### src/rtl/kbd_rx_pkg.sv
package kbd_rx_pkg;
    localparam int FRAME_BITS = 11;
    localparam int CODE_W     = 8;
    localparam int ST_AVAIL   = 0;
    localparam int ST_OVF     = 1;
    localparam int ST_ERR     = 2;
endpackage

### src/rtl/kbd_line_sync.sv
module kbd_line_sync #(
    parameter int FILT_CYC = 4
) (
    input  logic clk,
    input  logic rst_n,
    input  logic kb_clk_i,
    input  logic kb_dat_i,
    output logic fall_o,
    output logic dat_o
);
    localparam int FW = $clog2(FILT_CYC + 1);

    typedef struct packed {
        logic          c1;
        logic          c2;
        logic          d1;
        logic          d2;
        logic          lvl;
        logic [FW-1:0] cnt;
    } sync_t;

    sync_t sync_d, sync_q;
    logic  fall_d;

    always_comb begin
        sync_d    = sync_q;
        fall_d    = 1'b0;
        sync_d.c1 = kb_clk_i;
        sync_d.c2 = sync_q.c1;
        sync_d.d1 = kb_dat_i;
        sync_d.d2 = sync_q.d1;
        if (sync_q.c2 != sync_q.lvl) begin
            if (sync_q.cnt == FW'(FILT_CYC - 1)) begin
                sync_d.lvl = sync_q.c2;
                sync_d.cnt = '0;
                fall_d     = sync_q.lvl;
            end else begin
                sync_d.cnt = sync_q.cnt + FW'(1);
            end
        end else begin
            sync_d.cnt = '0;
        end
    end

    always_ff @(posedge clk or negedge rst_n) begin
        if (!rst_n) begin
            sync_q <= '{c1: 1'b1, c2: 1'b1, d1: 1'b1, d2: 1'b1, lvl: 1'b1, cnt: '0};
        end else begin
            sync_q <= sync_d;
        end
    end

    assign fall_o = fall_d;
    assign dat_o  = sync_q.d2;


    filt_fall_chk: assert property (@(posedge clk) disable iff (!rst_n)
        fall_o |=> !sync_q.lvl);
endmodule

### src/rtl/kbd_frame_rx.sv
module kbd_frame_rx
    import kbd_rx_pkg::*;
#(
    parameter int TMO_CYC = 100_000
) (
    input  logic              clk,
    input  logic              rst_n,
    input  logic              fall_i,
    input  logic              dat_i,
    output logic              vld_o,
    output logic              err_o,
    output logic [CODE_W-1:0] code_o
);
    localparam int TW = $clog2(TMO_CYC + 1);

    typedef struct packed {
        logic [3:0]        cnt;
        logic [9:0]        sh;
        logic [TW-1:0]     idle;
        logic              vld;
        logic              err;
        logic [CODE_W-1:0] code;
    } frm_t;

    frm_t frm_d, frm_q;
    logic ok;

    always_comb begin
        frm_d     = frm_q;
        frm_d.vld = 1'b0;
        frm_d.err = 1'b0;
        ok        = 1'b0;
        if (fall_i) begin
            frm_d.idle = '0;
            if (frm_q.cnt == 4'(FRAME_BITS - 1)) begin
                // sh[0]=start, sh[8:1]=data, sh[9]=parity, dat_i=stop
                ok         = !frm_q.sh[0] && dat_i && (^frm_q.sh[9:1]);
                frm_d.cnt  = '0;
                frm_d.code = frm_q.sh[8:1];
                frm_d.vld  = ok;
                frm_d.err  = !ok;
            end else begin
                frm_d.sh  = {dat_i, frm_q.sh[9:1]};
                frm_d.cnt = frm_q.cnt + 4'd1;
            end
        end else if (frm_q.cnt != 4'd0) begin
            if (frm_q.idle == TW'(TMO_CYC - 1)) begin
                frm_d.cnt  = '0;
                frm_d.idle = '0;
            end else begin
                frm_d.idle = frm_q.idle + TW'(1);
            end
        end
    end

    always_ff @(posedge clk or negedge rst_n) begin
        if (!rst_n) begin
            frm_q <= '0;
        end else begin
            frm_q <= frm_d;
        end
    end

    assign vld_o  = frm_q.vld;
    assign err_o  = frm_q.err;
    assign code_o = frm_q.code;


    frame_done_chk: assert property (@(posedge clk) disable iff (!rst_n)
        (vld_o || err_o) |-> $past(fall_i));

    stall_drop_chk: assert property (@(posedge clk) disable iff (!rst_n)
        (frm_q.cnt != 4'd0 && !fall_i && frm_q.idle == TW'(TMO_CYC - 1)) |=> (frm_q.cnt == 4'd0));
endmodule

### src/rtl/kbd_code_fifo.sv
module kbd_code_fifo #(
    parameter int DEPTH = 16,
    parameter int W     = 8
) (
    input  logic         clk,
    input  logic         rst_n,
    input  logic         push_i,
    input  logic [W-1:0] din_i,
    input  logic         pop_i,
    output logic [W-1:0] dout_o,
    output logic         empty_o,
    output logic         ovf_o
);
    localparam int AW = $clog2(DEPTH);
    localparam int PW = AW + 1;

    typedef struct packed {
        logic [DEPTH-1:0][W-1:0] mem;
        logic [PW-1:0]           wr;
        logic [PW-1:0]           rd;
    } fifo_t;

    fifo_t fifo_d, fifo_q;
    logic [PW-1:0] count;
    logic full, empty;

    always_comb begin
        count  = fifo_q.wr - fifo_q.rd;
        full   = (count == PW'(DEPTH));
        empty  = (count == '0);
        fifo_d = fifo_q;
        if (push_i && !full) begin
            fifo_d.mem[fifo_q.wr[AW-1:0]] = din_i;
            fifo_d.wr = fifo_q.wr + PW'(1);
        end
        if (pop_i && !empty) begin
            fifo_d.rd = fifo_q.rd + PW'(1);
        end
    end

    always_ff @(posedge clk or negedge rst_n) begin
        if (!rst_n) begin
            fifo_q <= '0;
        end else begin
            fifo_q <= fifo_d;
        end
    end

    assign dout_o  = empty ? '0 : fifo_q.mem[fifo_q.rd[AW-1:0]];
    assign empty_o = empty;
    assign ovf_o   = push_i && full;


    full_drop_chk: assert property (@(posedge clk) disable iff (!rst_n)
        (push_i && full) |=> $stable(fifo_q.wr));

    empty_pop_chk: assert property (@(posedge clk) disable iff (!rst_n)
        (pop_i && empty) |=> $stable(fifo_q.rd));

    push_pop_chk: assert property (@(posedge clk) disable iff (!rst_n)
        (push_i && pop_i && !empty && !full) |=> $stable(count));
endmodule

### src/rtl/kbd_rx_fifo.sv
module kbd_rx_fifo
    import kbd_rx_pkg::*;
#(
    parameter int FIFO_DEPTH = 16,
    parameter int FILT_CYC   = 4,
    parameter int TMO_CYC    = 100_000
) (
    input  logic              clk,
    input  logic              rst_n,
    input  logic              kb_clk_i,
    input  logic              kb_dat_i,
    input  logic              bus_sel_i,
    input  logic              bus_we_i,
    input  logic              bus_addr_i,
    input  logic [CODE_W-1:0] bus_wdata_i,
    output logic [CODE_W-1:0] bus_rdata_o,
    output logic              irq_o
);
    typedef struct packed {
        logic ovf;
        logic err;
    } flag_t;

    flag_t flag_d, flag_q;
    logic fall, dat, vld, ferr, empty, ovf_ev, pop, clr_ovf, clr_err;
    logic [CODE_W-1:0] code, head;

    kbd_line_sync #(.FILT_CYC(FILT_CYC)) u_sync (
        .clk(clk), .rst_n(rst_n), .kb_clk_i(kb_clk_i), .kb_dat_i(kb_dat_i),
        .fall_o(fall), .dat_o(dat)
    );

    kbd_frame_rx #(.TMO_CYC(TMO_CYC)) u_frame (
        .clk(clk), .rst_n(rst_n), .fall_i(fall), .dat_i(dat),
        .vld_o(vld), .err_o(ferr), .code_o(code)
    );

    kbd_code_fifo #(.DEPTH(FIFO_DEPTH), .W(CODE_W)) u_fifo (
        .clk(clk), .rst_n(rst_n), .push_i(vld), .din_i(code), .pop_i(pop),
        .dout_o(head), .empty_o(empty), .ovf_o(ovf_ev)
    );

    always_comb begin
        pop     = bus_sel_i && !bus_we_i && bus_addr_i;
        clr_ovf = bus_sel_i && bus_we_i && !bus_addr_i && bus_wdata_i[ST_OVF];
        clr_err = bus_sel_i && bus_we_i && !bus_addr_i && bus_wdata_i[ST_ERR];
        flag_d.ovf = (flag_q.ovf && !clr_ovf) || ovf_ev;
        flag_d.err = (flag_q.err && !clr_err) || ferr;
        bus_rdata_o = '0;
        if (bus_sel_i && !bus_we_i) begin
            if (bus_addr_i) begin
                bus_rdata_o = head;
            end else begin
                bus_rdata_o[ST_AVAIL] = !empty;
                bus_rdata_o[ST_OVF]   = flag_q.ovf;
                bus_rdata_o[ST_ERR]   = flag_q.err;
            end
        end
    end

    always_ff @(posedge clk or negedge rst_n) begin
        if (!rst_n) begin
            flag_q <= '0;
        end else begin
            flag_q <= flag_d;
        end
    end

    assign irq_o = !empty;


    ovf_sticky_chk: assert property (@(posedge clk) disable iff (!rst_n)
        (flag_q.ovf && !clr_ovf) |=> flag_q.ovf);

    err_sticky_chk: assert property (@(posedge clk) disable iff (!rst_n)
        ferr |=> flag_q.err);
endmodule

### config.mk
export PLATFORM = sky130hd
export DESIGN_NAME = kbd_rx_fifo
export DESIGN_NICKNAME = d
export VERILOG_FILES = /design/src/rtl/kbd_rx_pkg.sv /design/src/rtl/kbd_line_sync.sv /design/src/rtl/kbd_frame_rx.sv /design/src/rtl/kbd_code_fifo.sv /design/src/rtl/kbd_rx_fifo.sv
export SDC_FILE = /design/constraint.sdc
export NUM_CORES = 1
export LEC_CHECK = 0
export ABC_AREA = 1
export BUFFER_PORTS_ARGS = -buffer_cell sky130_fd_sc_hd__clkbuf_2
export CELL_PAD_IN_SITES_DETAIL_PLACEMENT = 0
export CELL_PAD_IN_SITES_GLOBAL_PLACEMENT = 1
export CORE_UTILIZATION = 51
export CTS_CLUSTER_DIAMETER = 100
export DETAILED_ROUTE_END_ITERATION = 10
export PLACE_DENSITY_LB_ADDON = 0.1
export SLEW_MARGIN = 0
export SYNTH_ARGS = -nofsm -noshare
export SYNTH_HDL_FRONTEND = slang
export SYNTH_SLANG_ARGS = --single-unit
### constraint.sdc
create_clock -name clk -period 6.95 [get_ports clk]
set_input_delay 0.3475 -clock clk [delete_from_list [all_inputs] [get_ports clk]]
set_output_delay 0.3475 -clock clk [all_outputs]
set_load 0.03 [all_outputs]
==> results of run 1 <==
==> sequential cells by signal, indices dropped and copies added, names as in the netlist <==
signal,cells
flag_q,2
u_sync.dat_o,1
u_sync.sync_d,2
u_frame.vld_o,1
u_frame.frm_q,31
u_fifo.fifo_q,138
u_frame.err_o,1
u_sync.sync_q,5
u_frame.code_o,8
==> critical path, cell delays in order (launching register included) <==
cell,delay [ns]
sky130_fd_sc_hd__dfrtp_1,0.74
sky130_fd_sc_hd__clkinv_1,0.47
sky130_fd_sc_hd__ha_1,0.51
sky130_fd_sc_hd__nand2_1,0.07
sky130_fd_sc_hd__inv_1,0.05
sky130_fd_sc_hd__nand2_1,0.06
sky130_fd_sc_hd__nand2_1,0.06
sky130_fd_sc_hd__nand2_1,0.09
sky130_fd_sc_hd__nand3_4,0.47
sky130_fd_sc_hd__buf_4,0.61
sky130_fd_sc_hd__nand3_1,0.45
sky130_fd_sc_hd__nand2_1,0.16
sky130_fd_sc_hd__nand2_1,0.06
==> area by class of cell <==
| type | count | area share [%] |
|---|---|---|
| tap | 234 | 2.817 |
| timing repair buffer | 32 | 2.034 |
| inverter | 68 | 2.456 |
| clock buffer | 23 | 4.599 |
| sequential | 189 | 45.61 |
| clock inverter | 9 | 0.8667 |
| multi-input combinational | 908 | 41.62 |
==> path summary, 6_finish.rpt <==
path	startpoint	endpoint	slack (ns)	depth (start not counted)
max in group asynchronous	rst_n	u_frame.vld_o	5.29	2
min reg2reg	u_sync.sync_d[6]	u_sync.sync_q[6]	0.35	0
max reg2reg	u_fifo.fifo_q[2]	u_fifo.fifo_q[125]	3.02	12
min in group clk	bus_wdata_i[2]	flag_q[0]	0.20	3
min	rst_n	u_fifo.fifo_q[32]	0.02	1
max	u_fifo.fifo_q[2]	u_fifo.fifo_q[125]	3.02	12
==> power by group through the flow <==
stage	combinational, W	sequential (W)	clock, W
after global placement	0.000865	0.00125	0
after CTS	0.000869	0.00123	0.000970
final	0.000863	0.00123	0.000950
after global routing	0.000968	0.00123	0.00101
after floorplan	0.000672	0.00120	0
after detailed placement	0.000867	0.00125	0
==> synth_stat cells <==
| library cell | n |
|---|---|
| sky130_fd_sc_hd__nand2_1 | 471 |
| sky130_fd_sc_hd__dfrtp_1 | 184 |
| sky130_fd_sc_hd__nand4_1 | 130 |
| sky130_fd_sc_hd__nand3_1 | 90 |
| sky130_fd_sc_hd__inv_1 | 65 |
| sky130_fd_sc_hd__nor2_1 | 61 |
| sky130_fd_sc_hd__a21oi_1 | 51 |
| sky130_fd_sc_hd__o21ai_0 | 33 |
| sky130_fd_sc_hd__clkbuf_1 | 28 |
| sky130_fd_sc_hd__buf_1 | 25 |
| sky130_fd_sc_hd__buf_6 | 14 |
| sky130_fd_sc_hd__ha_1 | 14 |
| sky130_fd_sc_hd__buf_2 | 11 |
| sky130_fd_sc_hd__a22oi_1 | 10 |
| sky130_fd_sc_hd__xor2_1 | 10 |
| sky130_fd_sc_hd__xnor2_1 | 9 |
| sky130_fd_sc_hd__a22o_1 | 8 |
| sky130_fd_sc_hd__dfstp_2 | 5 |
| sky130_fd_sc_hd__nor3_1 | 4 |
| sky130_fd_sc_hd__o21ai_1 | 4 |
| sky130_fd_sc_hd__clkinv_1 | 3 |
| sky130_fd_sc_hd__or2_1 | 2 |
| sky130_fd_sc_hd__a21o_1 | 1 |
| sky130_fd_sc_hd__a32o_1 | 1 |
| sky130_fd_sc_hd__mux2i_1 | 1 |
| sky130_fd_sc_hd__nand3_2 | 1 |
| sky130_fd_sc_hd__nor2_2 | 1 |
| sky130_fd_sc_hd__nor2_4 | 1 |
| sky130_fd_sc_hd__nor3b_1 | 1 |
| sky130_fd_sc_hd__o211a_1 | 1 |
| sky130_fd_sc_hd__o21bai_1 | 1 |
| sky130_fd_sc_hd__o22ai_1 | 1 |
| sky130_fd_sc_hd__or2_2 | 1 |
==> routing by layer <==
layer  wire length, um  vias to the layer above  share of wire, %  global-route usage, %
met5                 0                        -                 0                      0
met4               268                        0               1.1                  6.246
met3              1274                       14               5.0                  4.479
met2             11560                      205                46                  41.34
met1             12190                     3925                48                  39.35
li1                  -                     4085                 -                      -
==> cell families (layout without fill, tap and decap cells) <==
logic type                 Yosys count  in the layout  share of synthesized area (%)
AOI/OAI and AO/OA                  111            111                          6.452
xor gates and xnor gates            19             19                          1.713
adders and majority gates           14             14                          1.803
buffers and inverters              146            132                          6.864
DFF                                189            189                          48.74
muxes                                1              1                         0.1030
and+or+nand+nor                    763            763                          34.32
==> metrics by stage <==
stage	total power, W	hold slack, ns
after floorplan	0.001874	0.05191
after global placement	0.002110	0.3467
after detailed placement	0.002114	0.3472
after CTS	0.003066	0.1010
after global routing	0.003209	0.1067
final	0.003040	0.01622
==> impl_metrics.yaml, run 1 <==
die:
  pin_count: 24
  die-height_um: 140.0
  rows: 50
  floorplan.initialDensity_pct: 51.94
  placeableCoreArea_um2: 18710
  die-area_um2: 19610
  die_width_um: 140.0
yosys:
  yosys.cell_types.count: 33
  ys_seq_elements: 189
  post_synth.cell_area_avg_um2: 7.816
  synthCells: 1243
  syn_area_um2: 9716
  synth-seq-area-share_pct: 48.74
  yosys-top-cells-area: "sky130_fd_sc_hd__dfrtp_1, sky130_fd_sc_hd__nand2_1, sky130_fd_sc_hd__nand4_1"
  mappedNetlistNets: 1272
  synthesis.yosys.warnings: 0
  synth.top_cell.area_share_pct: 47.39
  synth.largest_area_cell: "sky130_fd_sc_hd__dfrtp_1"
clocking:
  cts.sinks: 189
  cts_hold_repair.buffers: 2
  htree_num_levels: 4
  cts.root.buffer_cell: "sky130_fd_sc_hd__clkbuf_16"
  clkLatencyLatePin_ns: 0.44
  clk_path_buf_depth: 2
  clk_pin_slew_worst_setup_hold_paths_ns: 0.06
  tritoncts.num_buffers: 17
  cts_resized: 0
  cts.repair_timing.setup_buffer_count: 0
  cts_tree: "yes"
place:
  routabilityCongestion: 0.8422
  pre_cts_slack_ns: 3.024
  hpwl_um: 15430
  placement.cell_area_um2: 9806
  count_of_placed_standard_cells_including_taps: 1429
  portBuffers: 17
power_and_ir_drop:
  cellLeakagePower_nw: 5.229
  netSwitchingPower_w: 0.001117
  power.switching_fraction_pct: 36.73
  power.density_cell_area_nw_per_um2: 292.5
  internal_power_w: 0.001924
  sequentialPowerShare_pct: 40.4
  peakVddDrop_mv: 0.2082
  clock_power_share_pct: 31.2
  power_frac_comb_pct: 28.4
detailed_routing:
  ant_nets: 0
  routed_wirelength_um: 25300
  drc: 0
  drt-wirelength-per-cell_um: 17.29
  detail_route.first_pass.iterations: 5
  average_via_count_per_standard_cell: 5.625
  via_count: 8229
  drt_first_iter_violations: 740
critical_path:
  critical_path.max_fanout: 59
  crit_required_ns: 7.27
  worst_setup_sp_type: "flip-flop"
  start_to_end_type_of_the_worst_setup_path: "reg -> reg"
  timing.critical_path.to_type: "flip-flop"
  timing.critical_path.arrival_ns: 4.25
timing:
  post-route-min-period_ns: 3.926
  tns_setup_ns: 0
  rsz_0062_raised_after_global_routing: "no"
  timing_hold_violations_final: 0
  setup_viol: 0
  worst_slew_pin_tran_ns: 0.9789
  postLayoutSetupSlackWorst_ns: 3.024
  report.final.slew_viol_count: 0
  final_min_period_over_clock_period_pct: 56.49
  max-slew-margin-rel_pct: 34.74
  clock-skew-final_ns: 0.01131
  maxClockFrequency_ghz: 0.2547
final_layout:
  final_common_cell: "sky130_fd_sc_hd__nand2_1"
  fill_cells: 1815
  area.sequential_um2: 4741
  antenna_cells: 0
  area_occupied_by_multi_input_gates_um2: 4325
  layout.cell_area.non_filler_um2: 10390
  fin_util_pct: 55.57
  design.final.nets: 1245
  layout-area-overhead-vs-synth_pct: 6.980
  most-common-layout-cells: "sky130_fd_sc_hd__nand2_1, sky130_fd_sc_hd__dfrtp_1, sky130_fd_sc_hd__nand4_1"
  final_std_cells_w_o_fill: 1463
  drive_above_1_share_pct: 5.858
global_route:
  global_route.overflow_total: 0
  grt_use_total_pct: 26.77
  first_global_vias: 7606
  grt_pass1_wl_um: 41010
  grt_start_max_net_pins: 118
  number_of_antenna_violations_at_the_first_check_in_global_routing: 0
status:
  status: "finished clean"
flow_run:
  cap_viol_max_count: 0
min_path:
  min_path_type: "in -> async"
Note: power is estimated with default switching activity, not from simulation.
==> run 2: changes to the inputs <==
--- a/config.mk
+++ b/config.mk
@@ -9,7 +9,7 @@
 export BUFFER_PORTS_ARGS = -buffer_cell sky130_fd_sc_hd__clkbuf_2
 export CELL_PAD_IN_SITES_DETAIL_PLACEMENT = 0
 export CELL_PAD_IN_SITES_GLOBAL_PLACEMENT = 1
-export CORE_UTILIZATION = 51
+export CORE_UTILIZATION = 47
 export CTS_CLUSTER_DIAMETER = 100
 export DETAILED_ROUTE_END_ITERATION = 10
 export PLACE_DENSITY_LB_ADDON = 0.1
==> constraint.sdc (replaced) <==
create_clock -name clk -period 4.06 [get_ports clk]
set_input_delay 0.203 -clock clk [delete_from_list [all_inputs] [get_ports clk]]
set_output_delay 0.203 -clock clk [all_outputs]
set_load 0.03 [all_outputs]
==> run 2 against run 1 <==
  * Sequential power grew 67%
  * Via count up 1.5%
  * Combinational power increased by 85%
  * Worst hold slack better by 0.043 ns
  * First-iteration DRC count rose by 11%
  * Clock skew down 0.00065 ns
  * Highest routed layer unchanged
  * Die area is 8.4% higher
  * Design area grew 1.8%
  * Clock-buffer cell count down 3
  * Sequential share of layout area shrank 0.80 points
  * Utilization is 3.3 points lower
  * Critical endpoint is now bus_rdata_o[6]
  * Wire length rose by 4.2%
  * Largest power group unchanged
==> impl_metrics.yaml, run 2 (synthesis gave the netlist of run 1 again) <==
status:
  status: "finished clean"
final_layout:
  largest_register_ff_count: 138
  layout-area-overhead-vs-synth_pct: 8.886
  final_common_cell: "sky130_fd_sc_hd__nand2_1"
  antenna_cells: 0
  layout.cell_area.non_filler_um2: 10580
  design.final.nets: 1252
  drive_above_1_share_pct: 6.472
  final_std_cells_w_o_fill: 1506
  fill_cells: 1984
  most-common-layout-cells: "sky130_fd_sc_hd__nand2_1, sky130_fd_sc_hd__dfrtp_1, sky130_fd_sc_hd__nand4_1"
  registers.top_by_ff_count: "u_fifo.fifo_q"
clocking:
  clk_pin_slew_worst_setup_hold_paths_ns: 0.07
  cts.root.buffer_cell: "sky130_fd_sc_hd__clkbuf_16"
  clk_path_buf_depth: 2
  htree_num_levels: 4
  clkLatencyLatePin_ns: 0.43
  tritoncts.num_buffers: 17
  cts_resized: 0
  cts.sinks: 189
  cts.repair_timing.setup_buffer_count: 0
  cts_hold_repair.buffers: 3
  cts_tree: "yes"
global_route:
  grt_start_max_net_pins: 120
  first_global_vias: 8031
  number_of_antenna_violations_at_the_first_check_in_global_routing: 0
  grt_busiest_layer: "met2"
  global_route.usage.met2_pct: 40.38
  global_route.overflow_total: 0
  grt_pass1_wl_um: 43390
  grt_use_total_pct: 26.04
  global_route.usage.met3_pct: 2.947
  gr-usage-met1_pct: 38.06
die:
  floorplan.initialDensity_pct: 48.02
  pin_count: 24
  die-height_um: 145.8
  die_width_um: 145.8
  die-area_um2: 21250
  placeableCoreArea_um2: 20230
  rows: 52
flow_run:
  cap_viol_max_count: 0
critical_path:
  crit_required_ns: 3.86
  timing.critical_path.to_type: "output pin"
  start_to_end_type_of_the_worst_setup_path: "reg -> out"
  critical_path.max_fanout: 14
  timing.critical_path.arrival_ns: 3.21
  worst_setup_sp_type: "flip-flop"
detailed_routing:
  drc: 0
  drt-wirelength-per-cell_um: 17.51
  via_count: 8354
  routed_wirelength_um: 26370
  detail_route.first_pass.iterations: 7
  drt_first_iter_violations: 823
  ant_nets: 0
  average_via_count_per_standard_cell: 5.547
power_and_ir_drop:
  power.density_cell_area_nw_per_um2: 505.2
  cellLeakagePower_nw: 5.311
  peakVddDrop_mv: 0.2891
min_path:
  min_path_type: "in -> reg"
timing:
  max-slew-margin-rel_pct: 34.75
  rsz_0062_raised_after_global_routing: "no"
  report.final.slew_viol_count: 0
  timing_hold_violations_final: 0
  setup_viol: 0
  clock-skew-final_ns: 0.01067
  final_min_period_over_clock_period_pct: 84.00
  tns_setup_ns: 0
  worst_slew_pin_tran_ns: 0.9788
  whs_ns: 0.05873
  maxClockFrequency_ghz: 0.2932
  post-route-min-period_ns: 3.410
place:
  count_of_placed_standard_cells_including_taps: 1471
  portBuffers: 17
  hpwl_um: 16400
  routabilityCongestion: 0.8315
  placement.cell_area_um2: 9958
## run 2: final timing paths
kind,startpoint,end,slack [ns],cells after the start
min in group asynchronous,rst_n,u_fifo.fifo_q[27],0.46,2
setup reg to reg,u_fifo.fifo_q[2],u_fifo.fifo_q[114],0.96,11
max in group asynchronous,rst_n,u_sync.sync_q[3],2.59,3
setup / recovery,u_fifo.fifo_q[2],bus_rdata_o[6],0.65,12
hold / removal,bus_wdata_i[2],flag_q[0],0.06,3
hold reg to reg,u_sync.sync_d[4],u_sync.dat_o,0.36,0
## run 2: report_power, final
group	internal [W]	switching (W)
sequential	0.00197	0.0000822
clock	0.000946	0.000751
combinational	0.000474	0.00112
## run 2: stage by stage
| stage | total power [W] | setup WS, ns | utilization [%] |
|---|---|---|---|
| final | 0.005344 | 0.6497 | 52.28 |
| after global routing | 0.005626 | 0.2853 | 52.28 |
| after CTS | 0.005392 | 0.6193 | 52.28 |
| after detailed placement | 0.003683 | 1.011 | 49.21 |
| after global placement | 0.003678 | 1.038 | 49.21 |
| after floorplan | 0.003208 | 1.222 | - |
## run 2: cell type report
cell class | count | area [um^2] | share of cell area [%]
Clock buffer | 20 | 456.7 | 4.317
Clock inverter | 12 | 133.9 | 1.266
Inverter | 68 | 255.2 | 2.413
Multi-Input combinational cell | 908 | 4325 | 40.89
Sequential cell | 189 | 4741 | 44.81
Tap cell | 270 | 337.8 | 3.193
Timing Repair Buffer | 39 | 329.1 | 3.111
## run 2: routing by layer
| metal | wire length, um | share of wire [%] | vias to the layer above |
|---|---|---|---|
| met5 | 0 | 0 | - |
| met4 | 465 | 1.8 | 0 |
| met3 | 999 | 3.8 | 32 |
| met2 | 11990 | 45 | 198 |
| met1 | 12910 | 49 | 4014 |
| li1 | - | - | 4110 |
## run 2: worst max-delay path: stages (launching register included)
cell and delay [ns]:
sky130_fd_sc_hd__dfrtp_1 0.63, sky130_fd_sc_hd__clkinv_1 0.37, sky130_fd_sc_hd__ha_1 0.45, sky130_fd_sc_hd__nand2_1 0.09, sky130_fd_sc_hd__inv_1 0.03, sky130_fd_sc_hd__nand2_1 0.07, sky130_fd_sc_hd__nand2_1 0.05, sky130_fd_sc_hd__nand2_1 0.11
sky130_fd_sc_hd__nand2_1 0.06, sky130_fd_sc_hd__nand2_1 0.15, sky130_fd_sc_hd__nand3_2 0.28, sky130_fd_sc_hd__nor2_1 0.24, sky130_fd_sc_hd__clkbuf_2 0.23
==> run 3: changes to the inputs <==
==> constraint.sdc (replaced) <==
create_clock -name clk -period 3.6 [get_ports clk]
set_input_delay 0.18 -clock clk [delete_from_list [all_inputs] [get_ports clk]]
set_output_delay 0.18 -clock clk [all_outputs]
set_load 0.03 [all_outputs]
==> run 3 against run 2 <==
  * Sequential share of layout area is essentially flat
  * Cell count grew 0.27%
  * Largest power group unchanged
  * Die area is the same
  * Utilization is essentially flat
  * Worst hold slack lost 0.025 ns
  * Non-clock buffer count grew 4
  * Clock skew shrank 0.0034 ns
  * Sequential power grew 12%
  * Critical path depth is the same
  * Design area is essentially flat
  * Critical endpoint is now bus_rdata_o[5]
  * Power grew 12%
  * Sequential cell count is the same
==> impl_metrics.yaml, run 3 (synthesis gave the netlist of run 1 again) <==
status:
  status: "finished clean"
clocking:
  cts.root.buffer_cell: "sky130_fd_sc_hd__clkbuf_16"
  cts.repair_timing.setup_buffer_count: 0
  clk_path_buf_depth: 2
  clkLatencyLatePin_ns: 0.43
  tritoncts.num_buffers: 17
  cts.sinks: 189
  clk_pin_slew_worst_setup_hold_paths_ns: 0.07
  htree_num_levels: 4
  cts_resized: 0
  cts_tree: "yes"
global_route:
  global_route.overflow_total: 0
  number_of_antenna_violations_at_the_first_check_in_global_routing: 0
  grt_use_total_pct: 26.06
  grt_start_max_net_pins: 91
  first_global_vias: 7949
  grt_pass1_wl_um: 43330
critical_path:
  critical_path.reg2reg.endpoint: "u_fifo.fifo_q[128]"
  slowest_delay_ns: 0.46
  start_to_end_type_of_the_worst_setup_path: "reg -> out"
  timing.critical_path.to_type: "output pin"
  worst_setup_sp_type: "flip-flop"
  ff2ff_setup_slack_ns: 0.71
  cp_common_cell: "sky130_fd_sc_hd__nand2_1"
  critical_path.max_fanout: 14
  critical_path.reg2reg.startpoint: "u_fifo.fifo_q[2]"
  timing.critical_path.arrival_ns: 2.89
  crit_required_ns: 3.42
  critPathSlowestCell: "sky130_fd_sc_hd__ha_1"
  r2r_cells: 11
  timing.critical_path.cells: "clkinv_1 > ha_1 > nand2_1 > inv_1 > nand2_1 > nand2_1 > nand2_1 > nand2_1 > nand2_1 > nand3_2 > nor2_1 > clkbuf_2"
timing:
  final_min_period_over_clock_period_pct: 85.17
  worst_slew_pin_tran_ns: 0.9602
  rsz_0062_raised_after_global_routing: "no"
  report.final.slew_viol_count: 0
  setup_viol: 0
  timing_hold_violations_final: 0
  post-route-min-period_ns: 3.066
  maxClockFrequency_ghz: 0.3261
  clock-skew-final_ns: 0.007291
  max-slew-margin-rel_pct: 35.99
  tns_setup_ns: 0
power_and_ir_drop:
  power.switching_fraction_pct: 36.56
  internal_power_w: 0.003802
  power.density_cell_area_nw_per_um2: 566.7
  clock_power_share_pct: 31.2
  sequentialPowerShare_pct: 38.3
  netSwitchingPower_w: 0.002191
  peakVddDrop_mv: 0.3490
  cellLeakagePower_nw: 5.299
  power_frac_comb_pct: 30.5
die:
  die-height_um: 145.8
  rows: 52
  placeableCoreArea_um2: 20230
  floorplan.initialDensity_pct: 48.02
  pin_count: 24
  die_width_um: 145.8
  die-area_um2: 21250
final_layout:
  fin_util_pct: 52.27
  antenna_cells: 0
  drive_above_1_share_pct: 6.532
  registers.top_by_ff_count: "u_fifo.fifo_q"
  design.final.nets: 1256
  fill_cells: 2009
  most-common-layout-cells: "sky130_fd_sc_hd__nand2_1, sky130_fd_sc_hd__dfrtp_1, sky130_fd_sc_hd__nand4_1"
  layout-area-overhead-vs-synth_pct: 8.860
  largest_register_ff_count: 138
  final_common_cell: "sky130_fd_sc_hd__nand2_1"
min_path:
  hold_path_depth: 4
  start_point_of_the_worst_min_delay_path: "bus_wdata_i[1]"
  min_path_type: "in -> reg"
  worstHoldEndpoint: "flag_q[1]"
detailed_routing:
  detail_route.first_pass.iterations: 5
  drc: 0
  via_count: 8308
  average_via_count_per_standard_cell: 5.502
  ant_nets: 0
  drt-wirelength-per-cell_um: 17.42
  drt_first_iter_violations: 743
  routed_wirelength_um: 26310
place:
  portBuffers: 17
  routabilityCongestion: 0.8394
  hpwl_um: 16690
flow_run:
  cap_viol_max_count: 0
run 3: area by class of cell:
cell class / instances / area (um^2) / share of cell area [%]
inverters: 68 / 255.2 / 2.413
well taps: 270 / 337.8 / 3.194
repair buffers: 43 / 346.6 / 3.277
flip-flops and latches: 189 / 4741 / 44.82
clock buffers: 22 / 454.2 / 4.294
clock inverters: 10 / 116.4 / 1.100
multi-input cells: 908 / 4325 / 40.90
run 3: through the flow:
stage / instances / area, um^2 / total power, W / worst slack (ns) / hold slack, ns
final: 1510 / 10580 / 0.005993 / 0.5339 / 0.03383
after global routing: 1510 / 10580 / 0.006333 / 0.2698 / 0.03512
after CTS: 1510 / 10580 / 0.006032 / 0.5207 / 0.02599
after detailed placement: 1475 / 9976 / 0.004156 / 0.7326 / 0.2690
after global placement: 1475 / 9976 / 0.004146 / 0.7239 / 0.2680
after floorplan: 1243 / 9716 / 0.003618 / 0.7854 / -0.1156
run 3: worst max-delay path by stage:
stage,start,to,cells after the start
after global routing,u_fifo.fifo_q[2],bus_rdata_o[5],12
final,u_fifo.fifo_q[2],bus_rdata_o[5],12
after floorplan,u_fifo.fifo_q[1],bus_rdata_o[3],14
after detailed placement,u_fifo.fifo_q[3],u_fifo.fifo_q[128],9
after global placement,u_fifo.fifo_q[3],u_fifo.fifo_q[128],9
after CTS,u_fifo.fifo_q[2],bus_rdata_o[3],12
run 3: power groups by stage:
stage                     logic [W]  clock network, W  registers, W
after global placement      0.00181                 0       0.00233
final                       0.00183           0.00187       0.00229
after floorplan             0.00130                 0       0.00232
after detailed placement    0.00182                 0       0.00233
after global routing        0.00203           0.00199       0.00231
after CTS                   0.00183           0.00191       0.00229
run 3: critical path, delay by kind of cell, from the launching register on:
family	cells	cell delay, ns
buffers and inverters	3	0.54
adders and majority gates	1	0.46
and+or+nand+nor	8	1.11
DFF	1	0.35
run 3: timing repair:
item / in CTS / in global routing
hold buffers: 3 / 0
endpoints found under the setup margin: 0 / 0
hold endpoints to repair: 89 / 0
run 3: routing by layer:
layer  GRT usage, %  vias up  part of all wire, %
li1               -     4105                    -
met1          38.74     3987                   48
met2          40.02      192                   46
met3          3.292       24                  4.4
met4          7.105        0                  1.4
met5              0        -                    0
